===== src/rtl/opres_pkg.sv =====
// Shared constants and types for the operand addressing-mode resolver.
// Assumes ten supported modes; the code width is derived from that count.
package opres_pkg;

    localparam int NUM_MODES = 10;
    localparam int MODE_W    = $clog2(NUM_MODES);

    localparam logic [MODE_W-1:0] MD_IMM   = MODE_W'(0);
    localparam logic [MODE_W-1:0] MD_MDIR  = MODE_W'(1);
    localparam logic [MODE_W-1:0] MD_MIND  = MODE_W'(2);
    localparam logic [MODE_W-1:0] MD_RDIR  = MODE_W'(3);
    localparam logic [MODE_W-1:0] MD_RIND  = MODE_W'(4);
    localparam logic [MODE_W-1:0] MD_PINC  = MODE_W'(5);
    localparam logic [MODE_W-1:0] MD_PDEC  = MODE_W'(6);
    localparam logic [MODE_W-1:0] MD_REL   = MODE_W'(7);
    localparam logic [MODE_W-1:0] MD_IDX   = MODE_W'(8);
    localparam logic [MODE_W-1:0] MD_BASE  = MODE_W'(9);

    // Sequencer states
    typedef enum logic [1:0] {
        ST_IDLE,
        ST_EVAL,
        ST_PTR,
        ST_FETCH
    } seq_state_e;

    // Per-mode behaviour flags
    typedef struct packed {
        logic legal;     // code names a supported mode
        logic imm;       // operand comes from the field
        logic reg_op;    // operand comes from the register file
        logic two_read;  // pointer read precedes the operand read
        logic wb;        // pointer write-back required
    } mode_info_t;

endpackage


===== src/rtl/opres_mode_dec.sv =====
// Mode decoder: maps a mode code onto behaviour flags.
// Assumes codes at or above NUM_MODES are unsupported.
module opres_mode_dec
    import opres_pkg::*;
(
    input  logic [MODE_W-1:0] mode_code,
    output mode_info_t        info
);

    // Translate the code into flags
    always_comb begin
        info = '0;
        info.legal = 1'b1;
        unique case (mode_code)
            MD_IMM:  info.imm      = 1'b1;
            MD_RDIR: info.reg_op   = 1'b1;
            MD_MIND: info.two_read = 1'b1;
            MD_PINC, MD_PDEC: info.wb = 1'b1;
            MD_MDIR, MD_RIND, MD_REL, MD_IDX, MD_BASE: ;
            default: info.legal    = 1'b0;
        endcase
    end

endmodule


===== src/rtl/opres_addr_gen.sv =====
// Address generator: forms the first access address and the updated
// pointer value from the latched request and the live register inputs.
// Assumes all arithmetic wraps modulo 2^DW.
module opres_addr_gen
    import opres_pkg::*;
#(
    parameter int DW = 16
) (
    input  logic [MODE_W-1:0] mode_code,
    input  logic [DW-1:0]     field_val,
    input  logic [DW-1:0]     reg_val,
    input  logic [DW-1:0]     pc_val,
    input  logic [DW-1:0]     idx_val,
    input  logic [DW-1:0]     base_val,
    output logic [DW-1:0]     addr,
    output logic [DW-1:0]     ptr_next
);

    localparam logic [DW-1:0] ONE = DW'(1);

    logic [DW-1:0] reg_dec;
    logic [DW-1:0] reg_inc;

    // Pointer adjust values shared by address and write-back
    always_comb begin
        reg_dec = reg_val - ONE;
        reg_inc = reg_val + ONE;
    end

    // Select the first access address per mode
    always_comb begin
        unique case (mode_code)
            MD_MDIR, MD_MIND: addr = field_val;
            MD_RIND, MD_PINC: addr = reg_val;
            MD_PDEC:          addr = reg_dec;
            MD_REL:           addr = pc_val + field_val;
            MD_IDX:           addr = idx_val + field_val;
            MD_BASE:          addr = base_val + field_val;
            default:          addr = '0;
        endcase
    end

    // Select the value written back to the pointer register
    always_comb begin
        ptr_next = (mode_code == MD_PINC) ? reg_inc : reg_dec;
    end

endmodule


===== src/rtl/opres_ctrl.sv =====
// Sequencer: latches a request while idle, runs zero, one or two memory
// reads, and registers the result with a one-cycle done pulse.
// Assumes memory data arrives one cycle after the read strobe.
module opres_ctrl
    import opres_pkg::*;
#(
    parameter int DW  = 16,
    parameter int RAW = 3
) (
    input  logic              clk,
    input  logic              rst_n,
    input  logic              start,
    input  logic [MODE_W-1:0] mode_in,
    input  logic [DW-1:0]     field_in,
    input  logic [RAW-1:0]    sel_in,
    input  mode_info_t        info,
    input  logic [DW-1:0]     addr_calc,
    input  logic [DW-1:0]     reg_val,
    input  logic [DW-1:0]     mem_rdata,
    output logic [MODE_W-1:0] mode_q,
    output logic [DW-1:0]     field_q,
    output logic [RAW-1:0]    sel_q,
    output logic              busy,
    output logic              done,
    output logic              err,
    output logic [DW-1:0]     ea,
    output logic [DW-1:0]     operand,
    output logic              mem_re,
    output logic [DW-1:0]     mem_addr,
    output logic              wb_en
);

    seq_state_e state;
    logic       accept;
    logic       no_read;

    // Request acceptance and zero-read classification
    always_comb begin
        accept  = (state == ST_IDLE) && start;
        no_read = !info.legal || info.imm || info.reg_op;
    end

    // Latch the request fields on acceptance
    always_ff @(posedge clk) begin
        if (!rst_n) begin
            mode_q  <= '0;
            field_q <= '0;
            sel_q   <= '0;
        end else if (accept) begin
            mode_q  <= mode_in;
            field_q <= field_in;
            sel_q   <= sel_in;
        end
    end

    // State sequencing
    always_ff @(posedge clk) begin
        if (!rst_n) begin
            state <= ST_IDLE;
        end else begin
            unique case (state)
                ST_IDLE:  if (start) state <= ST_EVAL;
                ST_EVAL:  begin
                    if (no_read)            state <= ST_IDLE;
                    else if (info.two_read) state <= ST_PTR;
                    else                    state <= ST_FETCH;
                end
                ST_PTR:   state <= ST_FETCH;
                ST_FETCH: state <= ST_IDLE;
                default:  state <= ST_IDLE;
            endcase
        end
    end

    // Result registers and done pulse
    always_ff @(posedge clk) begin
        if (!rst_n) begin
            done    <= 1'b0;
            err     <= 1'b0;
            ea      <= '0;
            operand <= '0;
        end else begin
            done <= 1'b0;
            unique case (state)
                ST_EVAL: begin
                    if (!info.legal) begin
                        done    <= 1'b1;
                        err     <= 1'b1;
                        ea      <= '0;
                        operand <= '0;
                    end else if (info.imm) begin
                        done    <= 1'b1;
                        err     <= 1'b0;
                        ea      <= '0;
                        operand <= field_q;
                    end else if (info.reg_op) begin
                        done    <= 1'b1;
                        err     <= 1'b0;
                        ea      <= '0;
                        operand <= reg_val;
                    end else begin
                        ea      <= addr_calc;
                    end
                end
                ST_PTR: ea <= mem_rdata;
                ST_FETCH: begin
                    done    <= 1'b1;
                    err     <= 1'b0;
                    operand <= mem_rdata;
                end
                default: ;
            endcase
        end
    end

    // Memory strobe, address and write-back enable
    always_comb begin
        busy     = (state != ST_IDLE);
        mem_re   = ((state == ST_EVAL) && !no_read) || (state == ST_PTR);
        mem_addr = (state == ST_PTR) ? mem_rdata : addr_calc;
        wb_en    = (state == ST_EVAL) && info.legal && info.wb;
    end

endmodule


===== src/rtl/opnd_resolver.sv =====
// Top of the operand addressing-mode resolver: ties the sequencer, the
// mode decoder and the address generator to the block's ports.
// Assumes a combinational register-file read and single-cycle memory latency.
module opnd_resolver
    import opres_pkg::*;
#(
    parameter int DW  = 16,
    parameter int RAW = 3
) (
    input  logic              clk,
    input  logic              rst_n,
    input  logic              start,
    input  logic [MODE_W-1:0] mode,
    input  logic [DW-1:0]     field,
    input  logic [RAW-1:0]    reg_sel,
    output logic              busy,
    output logic              done,
    output logic              err,
    output logic [DW-1:0]     ea,
    output logic [DW-1:0]     operand,
    output logic [RAW-1:0]    rf_raddr,
    input  logic [DW-1:0]     rf_rdata,
    output logic              rf_we,
    output logic [RAW-1:0]    rf_waddr,
    output logic [DW-1:0]     rf_wdata,
    input  logic [DW-1:0]     pc_val,
    input  logic [DW-1:0]     idx_val,
    input  logic [DW-1:0]     base_val,
    output logic              mem_re,
    output logic [DW-1:0]     mem_addr,
    input  logic [DW-1:0]     mem_rdata
);

    logic [MODE_W-1:0] mode_q;
    logic [DW-1:0]     field_q;
    logic [RAW-1:0]    sel_q;
    mode_info_t        info;
    logic [DW-1:0]     addr_calc;
    logic [DW-1:0]     ptr_next;

    opres_mode_dec u_dec (
        .mode_code (mode_q),
        .info      (info)
    );

    opres_addr_gen #(.DW(DW)) u_agen (
        .mode_code (mode_q),
        .field_val (field_q),
        .reg_val   (rf_rdata),
        .pc_val    (pc_val),
        .idx_val   (idx_val),
        .base_val  (base_val),
        .addr      (addr_calc),
        .ptr_next  (ptr_next)
    );

    opres_ctrl #(.DW(DW), .RAW(RAW)) u_ctrl (
        .clk       (clk),
        .rst_n     (rst_n),
        .start     (start),
        .mode_in   (mode),
        .field_in  (field),
        .sel_in    (reg_sel),
        .info      (info),
        .addr_calc (addr_calc),
        .reg_val   (rf_rdata),
        .mem_rdata (mem_rdata),
        .mode_q    (mode_q),
        .field_q   (field_q),
        .sel_q     (sel_q),
        .busy      (busy),
        .done      (done),
        .err       (err),
        .ea        (ea),
        .operand   (operand),
        .mem_re    (mem_re),
        .mem_addr  (mem_addr),
        .wb_en     (rf_we)
    );

    // Register-file port wiring from the latched selector
    always_comb begin
        rf_raddr = sel_q;
        rf_waddr = sel_q;
        rf_wdata = ptr_next;
    end

endmodule


===== config.mk =====
export PLATFORM = sky130hd
export DESIGN_NAME = opnd_resolver
export DESIGN_NICKNAME = d
export VERILOG_FILES = /design/src/rtl/opres_pkg.sv /design/src/rtl/opres_mode_dec.sv /design/src/rtl/opres_addr_gen.sv /design/src/rtl/opres_ctrl.sv /design/src/rtl/opnd_resolver.sv
export SDC_FILE = /design/constraint.sdc
export NUM_CORES = 1
export LEC_CHECK = 0
export CAP_MARGIN = 40
export CORE_MARGIN = 5
export CORE_UTILIZATION = 35
export DETAILED_ROUTE_END_ITERATION = 10
export GPL_TIMING_DRIVEN = 0
export PLACE_DENSITY_LB_ADDON = 0.25
export RECOVER_POWER = 50
export SLEW_MARGIN = 20
export SYNTH_ARGS = -nofsm -noshare
export SYNTH_HDL_FRONTEND = slang
export SYNTH_SLANG_ARGS = --single-unit

===== constraint.sdc =====
create_clock -name clk -period 7 [get_ports clk]
set_clock_uncertainty 0.2 [all_clocks]
set_input_delay 0.7 -clock clk [delete_from_list [all_inputs] [get_ports clk]]
set_output_delay 0.7 -clock clk [all_outputs]
set_load 0.02 [all_outputs]

---- After elaboration in Yosys (flattened, before gate mapping) ----
Index checks and enable logic that the tools add are counted.
storage, ports and cells
  bits in registers ....................... 59
cells by class
  add/subtract/negate cells ............... 5
  equal/unequal tests ..................... 14
  muxes and demuxes ....................... 28
  reductions and logical operators ........ 19
operators with widths
  cell                                                 number
  two-way mux 16 bit                                   8
  one-hot mux 16 bit (6 select lines)                  1
  one-hot mux 16 bit (2 select lines)                  2
  adder 16 bit                                         3
  adder 16 x 1 -> 16 bit, second input constant        1
  equality test 4 x 3 -> 1 bit, second input constant  4
  subtractor 16 x 1 -> 16 bit, second input constant   1
  two-way mux 1 bit                                    12
  OR reduction 10 bit                                  1
  equality test 4 x 2 -> 1 bit, second input constant  2
  equality test 4 bit, second input constant           2
  one-hot mux 2 bit (4 select lines)                   1
  nonzero test 2 bit                                   3
  OR reduction 2 bit                                   3
  equality test 2 bit, second input constant           2
  equality test 4 x 1 -> 1 bit, second input constant  1
  logical AND 1 bit                                    4
  zero test 4 bit                                      1
  two-way mux 2 bit                                    2
  inequality test 4 bit, second input constant         1
  one-hot mux 1 bit (2 select lines)                   2
  logical OR 1 bit                                     3
  equality test 2 x 1 -> 1 bit, second input constant  1
  zero test 1 bit                                      2
  3 further kinds                                      3

---- Longest topological paths before layout ----
  depth in word-level cells ............... 9
  gate-level depth with buffers ........... 14

---- Hierarchy ----
A second synthesis with hierarchy kept.
second synthesis, totals
  cells, all modules ...................... 715
  area, all modules ....................... 5353.9 um^2
by module, submodules not included
  module          instances  cells an instance  area an instance (um^2)
  opres_ctrl      1          350                2910.3
  opres_addr_gen  1          355                2371.0
  opres_mode_dec  1          7                  50.0
  opnd_resolver   1          3                  22.5

---- Worst setup path after synthesis ----
Ideal clock, no wire load.
  kind .................................... register to output
  start point ............................. register u_ctrl.mode_q[0]
  end point ............................... output mem_addr[14]
  arrival time ............................ 3343 ps
  data required time ...................... 6100 ps
  path slack .............................. 2757 ps
  stages on the path, launching flop included .. 13
  cells stage by stage .................... dfxtp_1 > buf_2 > buf_2 > buf_1 > mux2i_1 > a21oi_1 > ha_1 > a21o_1 > a311oi_1 > a21oi_1 > a221oi_1 > xor2_1 > o21ai_0
between the ends
  longest elaborated chain between the ends .. 4
  elaborated cells between the ends (all ways) .. 12
  those cells by class .................... eq/ne: 8; mux: 2; reduce/logical: 2
ends and longest elaborated chain
  what                                                        line                  RTL
  start: declaration                                          opres_ctrl.sv:20      output logic [MODE_W-1:0] mode_q,
  start signal: assignment                                    opres_ctrl.sv:50      mode_q <= mode_in;
  equality test 4 x 3 -> 1 bit, or another cell as far along  opres_addr_gen.sv:32  unique case (mode_code)
  OR reduction 2 bit                                          opres_addr_gen.sv:32
  one-hot mux 16 bit (6 select lines) (*)                     opres_addr_gen.sv:32
  two-way mux 16 bit (*)                                      opres_ctrl.sv:120     mem_addr = (state == ST_PTR) ? mem_rdata : addr_calc;
  end: declaration                                            opnd_resolver.sv:30   output logic [DW-1:0] mem_addr,
Mark *: on every way between the ends. The rest lies on a longest branch, timed or not.

---- Worst setup path after layout ----
  start point ............................. register u_ctrl.mode_q[0]
  end point ............................... output mem_addr[15]
The elaborated chain is that of the path after synthesis.

==> run metrics <==
All-Layer GR Usage 22.9%; top-area cell type share of the netlist area 22.4%; CTS Buf Count 9; Routed met2 length 9460 µm; slowest library cell on the worst path clkbuf_1; crit path buf inv count 4; PnR Total Power 1.53 mW; Gate Count Post-Synth 691; Post-Synthesis Cell Area 5270 µm²; RSZ-0062 raised after global routing false; Distinct cells, synth 70; asr flop ratio synth 0%; Post-synth EDFFs 0; routed vias 5993; CP Depth 13; Root Driver clkbuf_16; hold crit path type reg2reg; layout cells sized above 1 6.92%; Placer Congestion 0.927; number of synthesized register bits 59; final setup fails 0; Reg area 1180 µm²; Worst-Margin Slew 0.784 ns; Reg2Reg Launch Point u_ctrl.mode_q[0]; P per Cell Area 203 nW/µm²; Max Cap Violations 0; synth cell count leaders 99 x nand2_1, 59 x dfxtp_1, 45 x a21oi_1; via/cell ratio 5.62; Seq/Total Area, Yosys 22.4%; initial antenna violation count 0; syn_area_per_cell 7.63 µm²; # DRC 0; worst stage delay on the critical path 0.64 ns; CORE AREA 14600 µm²; Multi-input gate area 3780 µm²; fin crit share 84.0%; Register-to-Register Path Depth 12; R2R Setup Slk 2.57 ns; crit path max fanout 10; Worst slew margin 47.3%; Arrival @ worst endpoint 4.98 ns; global route overflow 0; hold-fix buffers at CTS 0; hold wc startpoint u_ctrl.ea[13]; met1 WL 8630 µm; crit-path cells buf_2, clkbuf_1, clkbuf_1, mux2i_1, a21oi_1, ha_1, nand3_1, nor4_1, nor2_1, a211oi_1, o21ai_0, nand3_1, clkdlybuf4s50_1; Filler cells 1436; Die ar. 17600 µm²; main flop type after synthesis dfxtp_1; type of origin of the critical path register; synth top area cells dfxtp_1 22%, nand2_1 7.0%, ha_1 5.9%, a21oi_1 4.3%, a21boi_0 3.8%; Initial DRC Count 544; Sink Count 59; crit path kind reg2out; DR WL/cell 19.3 µm; htree depth 3; CP endpoint kind output pin; VDD IR-drop max 0.124 mV; minimum clock period 5.88 ns; IO buf count 173; RR Endpoint u_ctrl.ea[12]; Die Y 133 µm; Leakage 3.09 nW; number of placed I/O pins 181; TNS Setup 0 ns; Ys Warns 0; Hold Path End u_ctrl.ea[13]; global-route wire length before repair 31800 µm; # rows 44; worst path required time 6.10 ns; largest net degree at the start of global routing 13; Yosys top cell by area dfxtp_1; clock buffer depth 2; most instantiated library cell after synthesis nand2_1; Detailed Route WL 20500 µm; Post-CTS Resized 0; met3 wire length 1790 µm; CP delay by family, top buffers and inverters; FMAX 170 MHz; n_diodes 0; status finished, final reports clean; DRT Pass-1 Iters 5; Worst-Skew Late Latency 0.35 ns; max-slew violation count 0; Synth Net Count 823; uppermost layer routed met4; Routed Antenna Nets 0; number of buffers added for setup after CTS 0; # nets final 1009; vias in the first global route 5807; DIE WIDTH 133 µm; Clock transition at path regs 0.06 ns; final hold vios 0; Hold Path Stages 2; DP HPWL 16900 µm; Starting Density 36.0%; CTS tree done; Area Overhead vs Synth 43.6%
cell type report:
class | instances | area share (%)
Tap cell | 184 | 3.04
Clock buffer | 9 | 2.97
Sequential cell | 59 | 15.6
Clock inverter | 7 | 1.32
Timing Repair Buffer | 175 | 23.1
Buffer | 56 | 3.21
Inverter | 17 | 0.843
Multi-Input combinational cell | 559 | 49.9
how the worst max path moves through the flow:
stage,start,to,slack (ns)
after floorplan,u_ctrl.mode_q[0],mem_addr[14],2.76
after global placement,u_ctrl.mode_q[0],mem_addr[15],1.73
after detailed placement,u_ctrl.mode_q[0],mem_addr[15],1.74
after CTS,u_ctrl.mode_q[0],mem_addr[15],1.36
after global routing,u_ctrl.mode_q[0],mem_addr[15],0.63
final,u_ctrl.mode_q[0],mem_addr[15],1.12
layer usage:
metal	up-vias	global-route usage [%]
li1	2938	-
met1	2749	29.4
met2	260	37.4
met3	46	5.13
met4	0	9.24
met5	-	0
metrics by stage:
stage	setup slack [ns]	hold WS, ns	utilization [%]	instances	instance area, µm²
final	1.12	0.261	51.7	1066	7570
after global routing	0.632	0.299	51.7	1066	7570
after CTS	1.36	0.281	51.7	1066	7570
after detailed placement	1.74	0.268	49.5	1050	7250
after global placement	1.73	0.248	49.4	1048	7230
after floorplan	2.76	0.270	-	691	5270
power breakdown:
group	internal, mW	switching [mW]
clock	0.313	0.174
combinational	0.281	0.357
sequential	0.375	0.0339
cell families after synthesis:
logic type      Yosys count  synth area share [%]
compound gates          226                  30.1
xor+xnor                 31                  5.15
fa+ha+maj                26                  6.31
buf+inv                  73                  5.86
flops                    59                  22.4
mux                      33                  6.57
simple gates            243                  23.6
worst reg2reg max path: stages, from the launching register on:
cell and delay (ns):
dfxtp_1 0.30, buf_2 0.20, clkbuf_1 0.56, clkbuf_1 0.64
mux2i_1 0.17, a21oi_1 0.32, ha_1 0.33, a21o_1 0.22
a311oi_1 0.36, a2111oi_0 0.18, nand3b_1 0.23, a211o_1 0.37
o211a_1 0.23
state kept, by name, indices dropped and copies added (netlist names), named ones only:
| signal | count |
|---|---|
| u_ctrl.ea | 16 |
| u_ctrl.sel_q | 3 |
| u_ctrl.field_q | 16 |
| u_ctrl.state | 1 |
| u_ctrl.mode_q | 4 |
| u_ctrl.operand | 16 |
| u_ctrl.done | 1 |
| u_ctrl.err | 1 |
cells in the final DEF (no fill, tap or decap), types with 9 or more instances in the layout:
master / Yosys / layout
mux2_2: 13 / 13
buf_2: 13 / 12
dlygate4sd3_1: 0 / 42
mux2i_1: 20 / 20
dfxtp_1: 59 / 59
nor3_1: 17 / 17
clkdlybuf4s50_1: 0 / 131
nor2_1: 41 / 41
o21ai_0: 31 / 31
a21oi_1: 45 / 45
xnor2_1: 21 / 21
nand2_1: 99 / 99
clkbuf_16: 0 / 9
a22oi_1: 24 / 24
nor2b_1: 11 / 11
ha_1: 25 / 25
inv_1: 17 / 17
a21boi_0: 27 / 27
clkbuf_1: 36 / 40
o211a_1: 17 / 17
xor2_1: 10 / 10
a31oi_1: 11 / 11
Note: power is estimated with default switching activity, not from simulation.
